$ cat src/rtl/pgm_port_pkg.sv
package pgm_port_pkg;
  parameter int ROW_W  = 11;
  parameter int COL_W  = 7;
  parameter int DATA_W = 8;
  localparam int ADDR_W = ROW_W + COL_W;

  typedef struct packed {
    logic clearAddr;
    logic loadRow;
    logic loadCol;
    logic driveBus;
    logic writeBus;
  } pgmStrobes_t;
endpackage

$ cat src/rtl/pgm_port_ctrl.sv
module pgm_port_ctrl
  import pgm_port_pkg::*;
(
  input  logic        clk,
  input  logic        rstN,
  input  logic        modeStrap,
  input  logic        rowColSel,
  input  logic        oeN,
  input  logic        weN,
  output pgmStrobes_t strb,
  output logic        modeIsProgrammer
);
  logic modeReg;
  logic selPrev;

  // Strap captured only while reset is held; frozen afterwards.
  always_ff @(posedge clk) begin
    if (!rstN) modeReg <= modeStrap;
  end

  // Select history kept through reset so the first edge after release is seen.
  always_ff @(posedge clk) begin
    selPrev <= rowColSel;
  end

  logic active;
  assign active = rstN && modeReg;

  always_comb begin
    strb.clearAddr = !rstN;
    strb.loadRow   = active && selPrev && !rowColSel;
    strb.loadCol   = active && rowColSel;
    strb.writeBus  = active && !weN;
    strb.driveBus  = active && !oeN && weN;
  end

  assign modeIsProgrammer = modeReg;

  // mode frozen while out of reset
  a_r2_mode_frozen: assert property (@(posedge clk) disable iff (!rstN)
    $past(rstN) |-> $stable(modeIsProgrammer));

  // write beats output enable
  a_r7_write_priority: assert property (@(posedge clk) disable iff (!rstN)
    (modeIsProgrammer && !weN && !oeN) |-> (strb.writeBus && !strb.driveBus));

  // serial mode keeps programmer port quiet
  a_r9_serial_quiet: assert property (@(posedge clk) disable iff (!rstN)
    !modeIsProgrammer |-> !(strb.driveBus || strb.writeBus || strb.loadRow || strb.loadCol));
endmodule

$ cat src/rtl/pgm_port_dp.sv
module pgm_port_dp
  import pgm_port_pkg::*;
(
  input  logic              clk,
  input  logic              rstN,
  input  pgmStrobes_t       strb,
  input  logic [ROW_W-1:0]  addrIn,
  input  logic [DATA_W-1:0] dqIn,
  input  logic [DATA_W-1:0] memRdData,
  output logic [ADDR_W-1:0] memAddr,
  output logic              memWrEn,
  output logic [DATA_W-1:0] memWrData,
  output logic [DATA_W-1:0] dqOut,
  output logic              dqOe
);
  logic [ROW_W-1:0] rowReg;
  logic [COL_W-1:0] colReg;

  always_ff @(posedge clk) begin
    if (strb.clearAddr) begin
      rowReg <= '0;
      colReg <= '0;
    end else begin
      if (strb.loadRow) rowReg <= addrIn;
      if (strb.loadCol) colReg <= addrIn[COL_W-1:0];
    end
  end

  assign memAddr   = {colReg, rowReg};
  assign memWrEn   = strb.writeBus;
  assign memWrData = dqIn;
  assign dqOut     = memRdData;
  assign dqOe      = strb.driveBus;

  // nothing driven or written during reset
  a_r8_reset_quiet: assert property (@(posedge clk)
    !rstN |-> (!dqOe && !memWrEn));

  // row half follows bus after a load strobe
  a_r3_row_load: assert property (@(posedge clk) disable iff (!rstN)
    strb.loadRow |=> (memAddr[ROW_W-1:0] == $past(addrIn)));

  // column half follows low bus bits after a load strobe
  a_r4_col_load: assert property (@(posedge clk) disable iff (!rstN)
    strb.loadCol |=> (memAddr[ADDR_W-1:ROW_W] == $past(addrIn[COL_W-1:0])));

  // row half holds without a load strobe
  a_r3_row_hold: assert property (@(posedge clk) disable iff (!rstN)
    (!strb.loadRow && $past(rstN)) |=> $stable(memAddr[ROW_W-1:0]));
endmodule

$ cat src/rtl/mux_addr_pgm_port.sv
module mux_addr_pgm_port
  import pgm_port_pkg::*;
(
  input  logic              clk,
  input  logic              rstN,
  input  logic              modeStrap,
  input  logic              rowColSel,
  input  logic [ROW_W-1:0]  addrIn,
  input  logic              oeN,
  input  logic              weN,
  input  logic [DATA_W-1:0] dqIn,
  output logic [DATA_W-1:0] dqOut,
  output logic              dqOe,
  output logic [ADDR_W-1:0] memAddr,
  output logic              memWrEn,
  output logic [DATA_W-1:0] memWrData,
  input  logic [DATA_W-1:0] memRdData,
  output logic              modeIsProgrammer
);
  pgmStrobes_t strb;

  pgm_port_ctrl ctrl_i (
    .clk              (clk),
    .rstN             (rstN),
    .modeStrap        (modeStrap),
    .rowColSel        (rowColSel),
    .oeN              (oeN),
    .weN              (weN),
    .strb             (strb),
    .modeIsProgrammer (modeIsProgrammer)
  );

  pgm_port_dp dp_i (
    .clk       (clk),
    .rstN      (rstN),
    .strb      (strb),
    .addrIn    (addrIn),
    .dqIn      (dqIn),
    .memRdData (memRdData),
    .memAddr   (memAddr),
    .memWrEn   (memWrEn),
    .memWrData (memWrData),
    .dqOut     (dqOut),
    .dqOe      (dqOe)
  );
endmodule

$ cat config.mk
export PLATFORM = sky130hd
export DESIGN_NAME = mux_addr_pgm_port
export DESIGN_NICKNAME = d
export VERILOG_FILES = /design/src/rtl/pgm_port_pkg.sv /design/src/rtl/pgm_port_ctrl.sv /design/src/rtl/pgm_port_dp.sv /design/src/rtl/mux_addr_pgm_port.sv
export SDC_FILE = /design/constraint.sdc
export NUM_CORES = 1
export LEC_CHECK = 0
export ABC_AREA = 1
export CAP_MARGIN = 30
export CORE_MARGIN = 10
export CORE_UTILIZATION = 48
export CTS_BUF_LIST = sky130_fd_sc_hd__clkbuf_4 sky130_fd_sc_hd__clkbuf_8
export CTS_CLUSTER_SIZE = 8
export DETAILED_ROUTE_END_ITERATION = 10
export DONT_BUFFER_PORTS = 1
export RECOVER_POWER = 25
export SETUP_SLACK_MARGIN = 0.2
export SYNTH_ARGS = -nofsm -noshare
export SYNTH_HDL_FRONTEND = slang
export SYNTH_HIERARCHICAL = 1
export SYNTH_SLANG_ARGS = --single-unit
$ cat constraint.sdc
create_clock -name clk -period 2.89 [get_ports clk]
set_input_delay 0.867 -clock clk [delete_from_list [all_inputs] [get_ports clk]]
set_output_delay 0.867 -clock clk [all_outputs]
set_load 0.1 [all_outputs]
==> metrics.yaml, run 1 <==
sta:
  setup_viol: 0
  slew_headroom_pct: 41.2
  period_share_pct: 76.7
  worst_slew_pin_slew_ns: 0.881
  hold_violations: 0
  fmax_mhz: 451
  period_minus_slack_ns: 2.22
  slew_viol_final: 0
  fin_setup_tns_ns: 0
  skew_ns: 0.000962
  rsz0062_at_grt: "false"
  finalWorstSetupSlack_ns: 0.672
grt:
  grt_pass1_wl_mm: 3.26
  grt_max_degree: 23
  grt_pass1_vias: 654
  grtUsageTotal_pct: 9.64
  antenna_found_initial: 0
  global_route.overflow_total: 0
yosys:
  synth_cell_types: 10
  synth_area_per_cell_sq_um: 6.97
  syn_inst: 136
  ys_top_cells_by_area: "dfxtp_1, nor2_1, nand2_1"
  syn_nets: 169
  synth.top_cell.area_share_pct: 40.1
  synth_seq_cells: 20
  syn_area_sq_um: 948
  yosys_warnings: 6
  synth_top_area_cell: "dfxtp_1"
  ys_seq_area_share_pct: 43.3
setup_path:
  cp.required_ns: 2.02
  crit_family: "buffers and inverters"
  cp-start-kind: "input pin"
  crit_buf_inv: 1
  max_stage_delay_ns: 0.29
  path_cells: "nand2_2, nor2_2, buf_4"
  path_max_fanout: 4
  worstPathArrival_ns: 1.35
  crit_slowest_cell: "buf_4"
  path_class: "input pin to output pin"
  end_kind: "output pin"
cells_and_area:
  fin_util_pct: 52.3
  final_cell_mix: "nand2_1, nor2_1, buf_4, dfxtp_1, inv_1"
  fillers: 220
  final_area_sq_um: 1000
  nets: 174
  layout_commonest_cell: "nand2_1"
  diodes: 0
  instances_no_fill: 167
  drive_above_1_share_pct: 21.4
  syn_to_final_growth_pct: 5.94
drt:
  wl_per_cell_um: 11.9
  finalWirelength_mm: 1.99
  drt-vias-per-instance: 4.28
  drt_iter0_drc: 28
  antenna_left: 0
  remaining_drc_errors: 0
  first_pass_iters: 3
  vias: 714
placed_design:
  place_area_sq_um: 972
  dp_slack_ns: 0.670
  dp.cells: 163
  dp_hpwl_mm: 1.60
  place.gp.congestion: 0.683
  io_buffer_count: 0
clocking:
  clockRootBuffer: "clkbuf_4"
  cts_sinks: 20
  cts_max_level: 1
  ctsResizeCount: 0
  cts.path.max_buffers: 2
  clk_pin_slew_worst_paths_ns: 0.10
  postCtsSetupBuffers: 0
  clock_latency_ns: 0.28
  numCtsBuffers: 3
  cts_tree: "built"
  postCtsHoldBufs: 0
floorplanning:
  dieArea_sq_um: 4150
  boundaryPins: 70
  coreArea_sq_um: 1920
  start_util_pct: 49.3
  num_rows: 16
  die_width_um: 64.5
  dieHeight_um: 64.5
run:
  cap_violations: 0
worst_hold_path:
  hold_class: "register to register"
power_and_ir_drop:
  power_density_nw_per_um2: 607
  ir_drop_uv: 288
  leakagePower_uw: 0.000517
run_status:
  outcome: "completed"
cells in the mapped netlist (all sizes together):
library cell,n
nor2,40
nand2,39
buf,22
dfxtp,19
inv,15
edfxtp,1
layer usage:
layer | part of all wire, % | track usage (%) | vias to the layer above | routed length [um]
met3 | 15 | 6.53 | 8 | 291
met4 | 1.5 | 4.55 | 0 | 30
met1 | 36 | 10.1 | 298 | 708
met5 | 0 | 0 | - | 0
li1 | - | - | 379 | -
met2 | 48 | 14.5 | 29 | 963
final timing paths:
path | to | slack, ns | from | depth (start not counted)
worst max-delay path | dqOe | 0.67 | rstN | 3
worst min-delay path | dp_i/rowReg[5] | 0.48 | dp_i/rowReg[5] | 2
worst max register to register | dp_i/rowReg[3] | 1.27 | ctrl_i/modeIsProgrammer | 6
worst min register to register | dp_i/rowReg[5] | 0.48 | dp_i/rowReg[5] | 2
power breakdown:
| group | internal, uW | switching, uW |
|---|---|---|
| sequential | 291 | 4.41 |
| clock | 76.6 | 75.8 |
| combinational | 30.7 | 131 |
cells by family (layout without fill, tap and decap cells):
group / count (synthesis) / in the layout / synth area share (%)
and+or+nand+nor: 79 / 79 / 31.8
DFF: 20 / 20 / 43.3
buffers and inverters: 37 / 41 / 24.9
worst min-delay path, cell delays in order, from the launching register on:
cell,delay [ns]
dfxtp_1,0.32
nor2_1,0.08
nor2_1,0.04
registers in the layout, indices dropped and copies added (netlist names):
register and flops:
ctrl_i/modeIsProgrammer 1, ctrl_i/selPrev 1, dp_i/colReg 7, dp_i/rowReg 11
through the flow:
stage	power (uW)	hold slack (ns)
3_3_place_gp	463	0.458
3_5_place_dp	465	0.463
4_1_cts	621	0.478
2_1_floorplan	545	0.593
5_1_grt	649	0.515
6_report	609	0.476
final cells by class:
class                      count  area (sq um)  area share, %
multi-input combinational     79           307           30.5
timing repair buffer          22           161           16.1
inverter                      15          56.3           5.60
tap                           27          33.8           3.36
clock buffer                   4          36.3           3.61
sequential                    20           410           40.8
(Power assumes the default switching activity.)
==> run 2: changes to the inputs <==
==> constraint.sdc (replaced) <==
create_clock -name clk -period 2.11 [get_ports clk]
set_input_delay 0.633 -clock clk [delete_from_list [all_inputs] [get_ports clk]]
set_output_delay 0.633 -clock clk [all_outputs]
set_load 0.1 [all_outputs]
==> metrics.yaml, run 2 (synthesis results as in run 1) <==
placed_design:
  place.gp.congestion: 0.668
  io_buffer_count: 0
  dp_hpwl_mm: 1.63
  dp.cells: 164
  dp_slack_ns: 0.430
cells_and_area:
  nets: 175
  largest_register_ffs: 11
  top_register: "dp_i/rowReg"
  top_regs: "dp_i/rowReg: 11 flops, dp_i/colReg: 7 flops"
  diodes: 0
  layout_commonest_cell: "nand2_1"
  final_cell_mix: "nand2_1, nor2_1, dfxtp_1, buf_4, inv_1"
  fillers: 209
  drive_above_1_share_pct: 20.6
  syn_to_final_growth_pct: 8.71
  instances_no_fill: 168
  fin_util_pct: 53.6
sta:
  worst_slew_pin_slew_ns: 0.904
  fin_setup_tns_ns: 0
  finalWorstSetupSlack_ns: 0.343
  period_minus_slack_ns: 1.77
  holdWs_ns: 0.361
  fmax_mhz: 566
  skew_ns: 0.000857
  period_share_pct: 83.8
  setup_viol: 0
  slew_viol_final: 0
  rsz0062_at_grt: "false"
  slew_headroom_pct: 39.7
  hold_violations: 0
setup_path:
  cp-start-kind: "register"
  max_stage_delay_ns: 0.36
  worstPathArrival_ns: 1.13
  worstReg2RegStart: "ctrl_i/modeIsProgrammer"
  rr_worst_depth: 6
  crit_slowest_cell: "edfxtp_1"
  r2r_slack_ns: 0.46
  end_kind: "output pin"
  path_cells: "nand2_1, nor2_2, buf_12"
  r2r-end: "dp_i/rowReg[4]"
  path_class: "register to output pin"
  cp.required_ns: 1.48
  path_max_fanout: 4
floorplanning:
  num_rows: 16
  dieHeight_um: 64.5
  boundaryPins: 70
  dieArea_sq_um: 4150
  coreArea_sq_um: 1920
  die_width_um: 64.5
  start_util_pct: 49.3
clocking:
  clk_pin_slew_worst_paths_ns: 0.10
  clock_latency_ns: 0.29
  postCtsSetupBuffers: 0
  ctsResizeCount: 0
  postCtsHoldBufs: 0
  cts_tree: "built"
  clockRootBuffer: "clkbuf_4"
  cts_max_level: 1
  cts.path.max_buffers: 2
  numCtsBuffers: 3
  cts_sinks: 20
drt:
  vias: 723
  antenna_left: 0
  first_pass_iters: 4
  finalWirelength_mm: 2.07
  wl_per_cell_um: 12.3
  drt_iter0_drc: 35
  drt-vias-per-instance: 4.30
  remaining_drc_errors: 0
power_and_ir_drop:
  power_density_nw_per_um2: 818
  seq_power_share_pct: 47.9
  combPwrFrac_pct: 26.9
  power.switching_uw: 294
  leakagePower_uw: 0.000524
  p_clk_share_pct: 25.2
  internal_power_uw: 549
  swShare_pct: 34.9
  ir_drop_uv: 408
grt:
  antenna_found_initial: 0
  grt_pass1_wl_mm: 3.33
  grtUsageTotal_pct: 9.72
  grt_max_degree: 23
  grt_pass1_vias: 703
  global_route.overflow_total: 0
run_status:
  outcome: "completed"
worst_hold_path:
  hp-start: "rowColSel"
  hold_class: "input pin to register"
  hold_depth: 0
  hold_path_end: "ctrl_i/selPrev"
run:
  cap_violations: 0
==> run 2: changes by cell type in the layout (fill, tap and decap cells not counted), sizes merged <==
| cell | before | now |
|---|---|---|
| clkbuf | 5 | 6 |
==> run 2: power groups by stage <==
stage	clock network [uW]	registers [uW]	logic [uW]
global route	232	406	242
global placement	0	413	227
finish	212	404	227
CTS	223	405	230
detailed placement	0	413	229
floorplan	0	538	210
==> run 2: layer usage <==
layer / up-vias / GRT usage (%) / share of wire [%] / wire length, um
li1: 382 / - / - / -
met1: 305 / 9.87 / 37 / 773
met2: 30 / 15.6 / 48 / 992
met3: 6 / 6.01 / 14 / 284
met4: 0 / 4.28 / 0.77 / 16
met5: - / 0 / 0 / 0
==> run 2: cell type report <==
class / instances / area [sq um] / area share (%)
inverter: 15 / 56.3 / 5.46
sequential: 20 / 410 / 39.8
timing repair buffer: 23 / 190 / 18.4
clock buffer: 4 / 36.3 / 3.52
multi-input combinational: 79 / 304 / 29.5
tap: 27 / 33.8 / 3.28
==> run 2: worst max-delay path: cells and delay by family (launching register included) <==
kind / cells / cell delay, ns
DFF: 1 / 0.36
and+or+nand+nor: 2 / 0.29
buffers and inverters: 1 / 0.19
==> run 2: worst max path at each step <==
stage,start,endpoint,slack (ns),depth (start not counted)
5_1_grt,ctrl_i/modeIsProgrammer,dp_i/rowReg[1],0.23,6
6_report,ctrl_i/modeIsProgrammer,dqOe,0.34,3
2_1_floorplan,ctrl_i/modeIsProgrammer,dqOe,0.01,3
4_1_cts,ctrl_i/modeIsProgrammer,memWrEn,0.35,3
3_3_place_gp,rstN,dqOe,0.44,3
3_5_place_dp,rstN,memWrEn,0.43,3
==> run 2: metrics by stage <==
stage / cell area (sq um) / total power [uW]
2_1_floorplan: 956 / 748
3_3_place_gp: 1000 / 639
3_5_place_dp: 1000 / 643
4_1_cts: 1040 / 858
5_1_grt: 1030 / 880
6_report: 1030 / 843
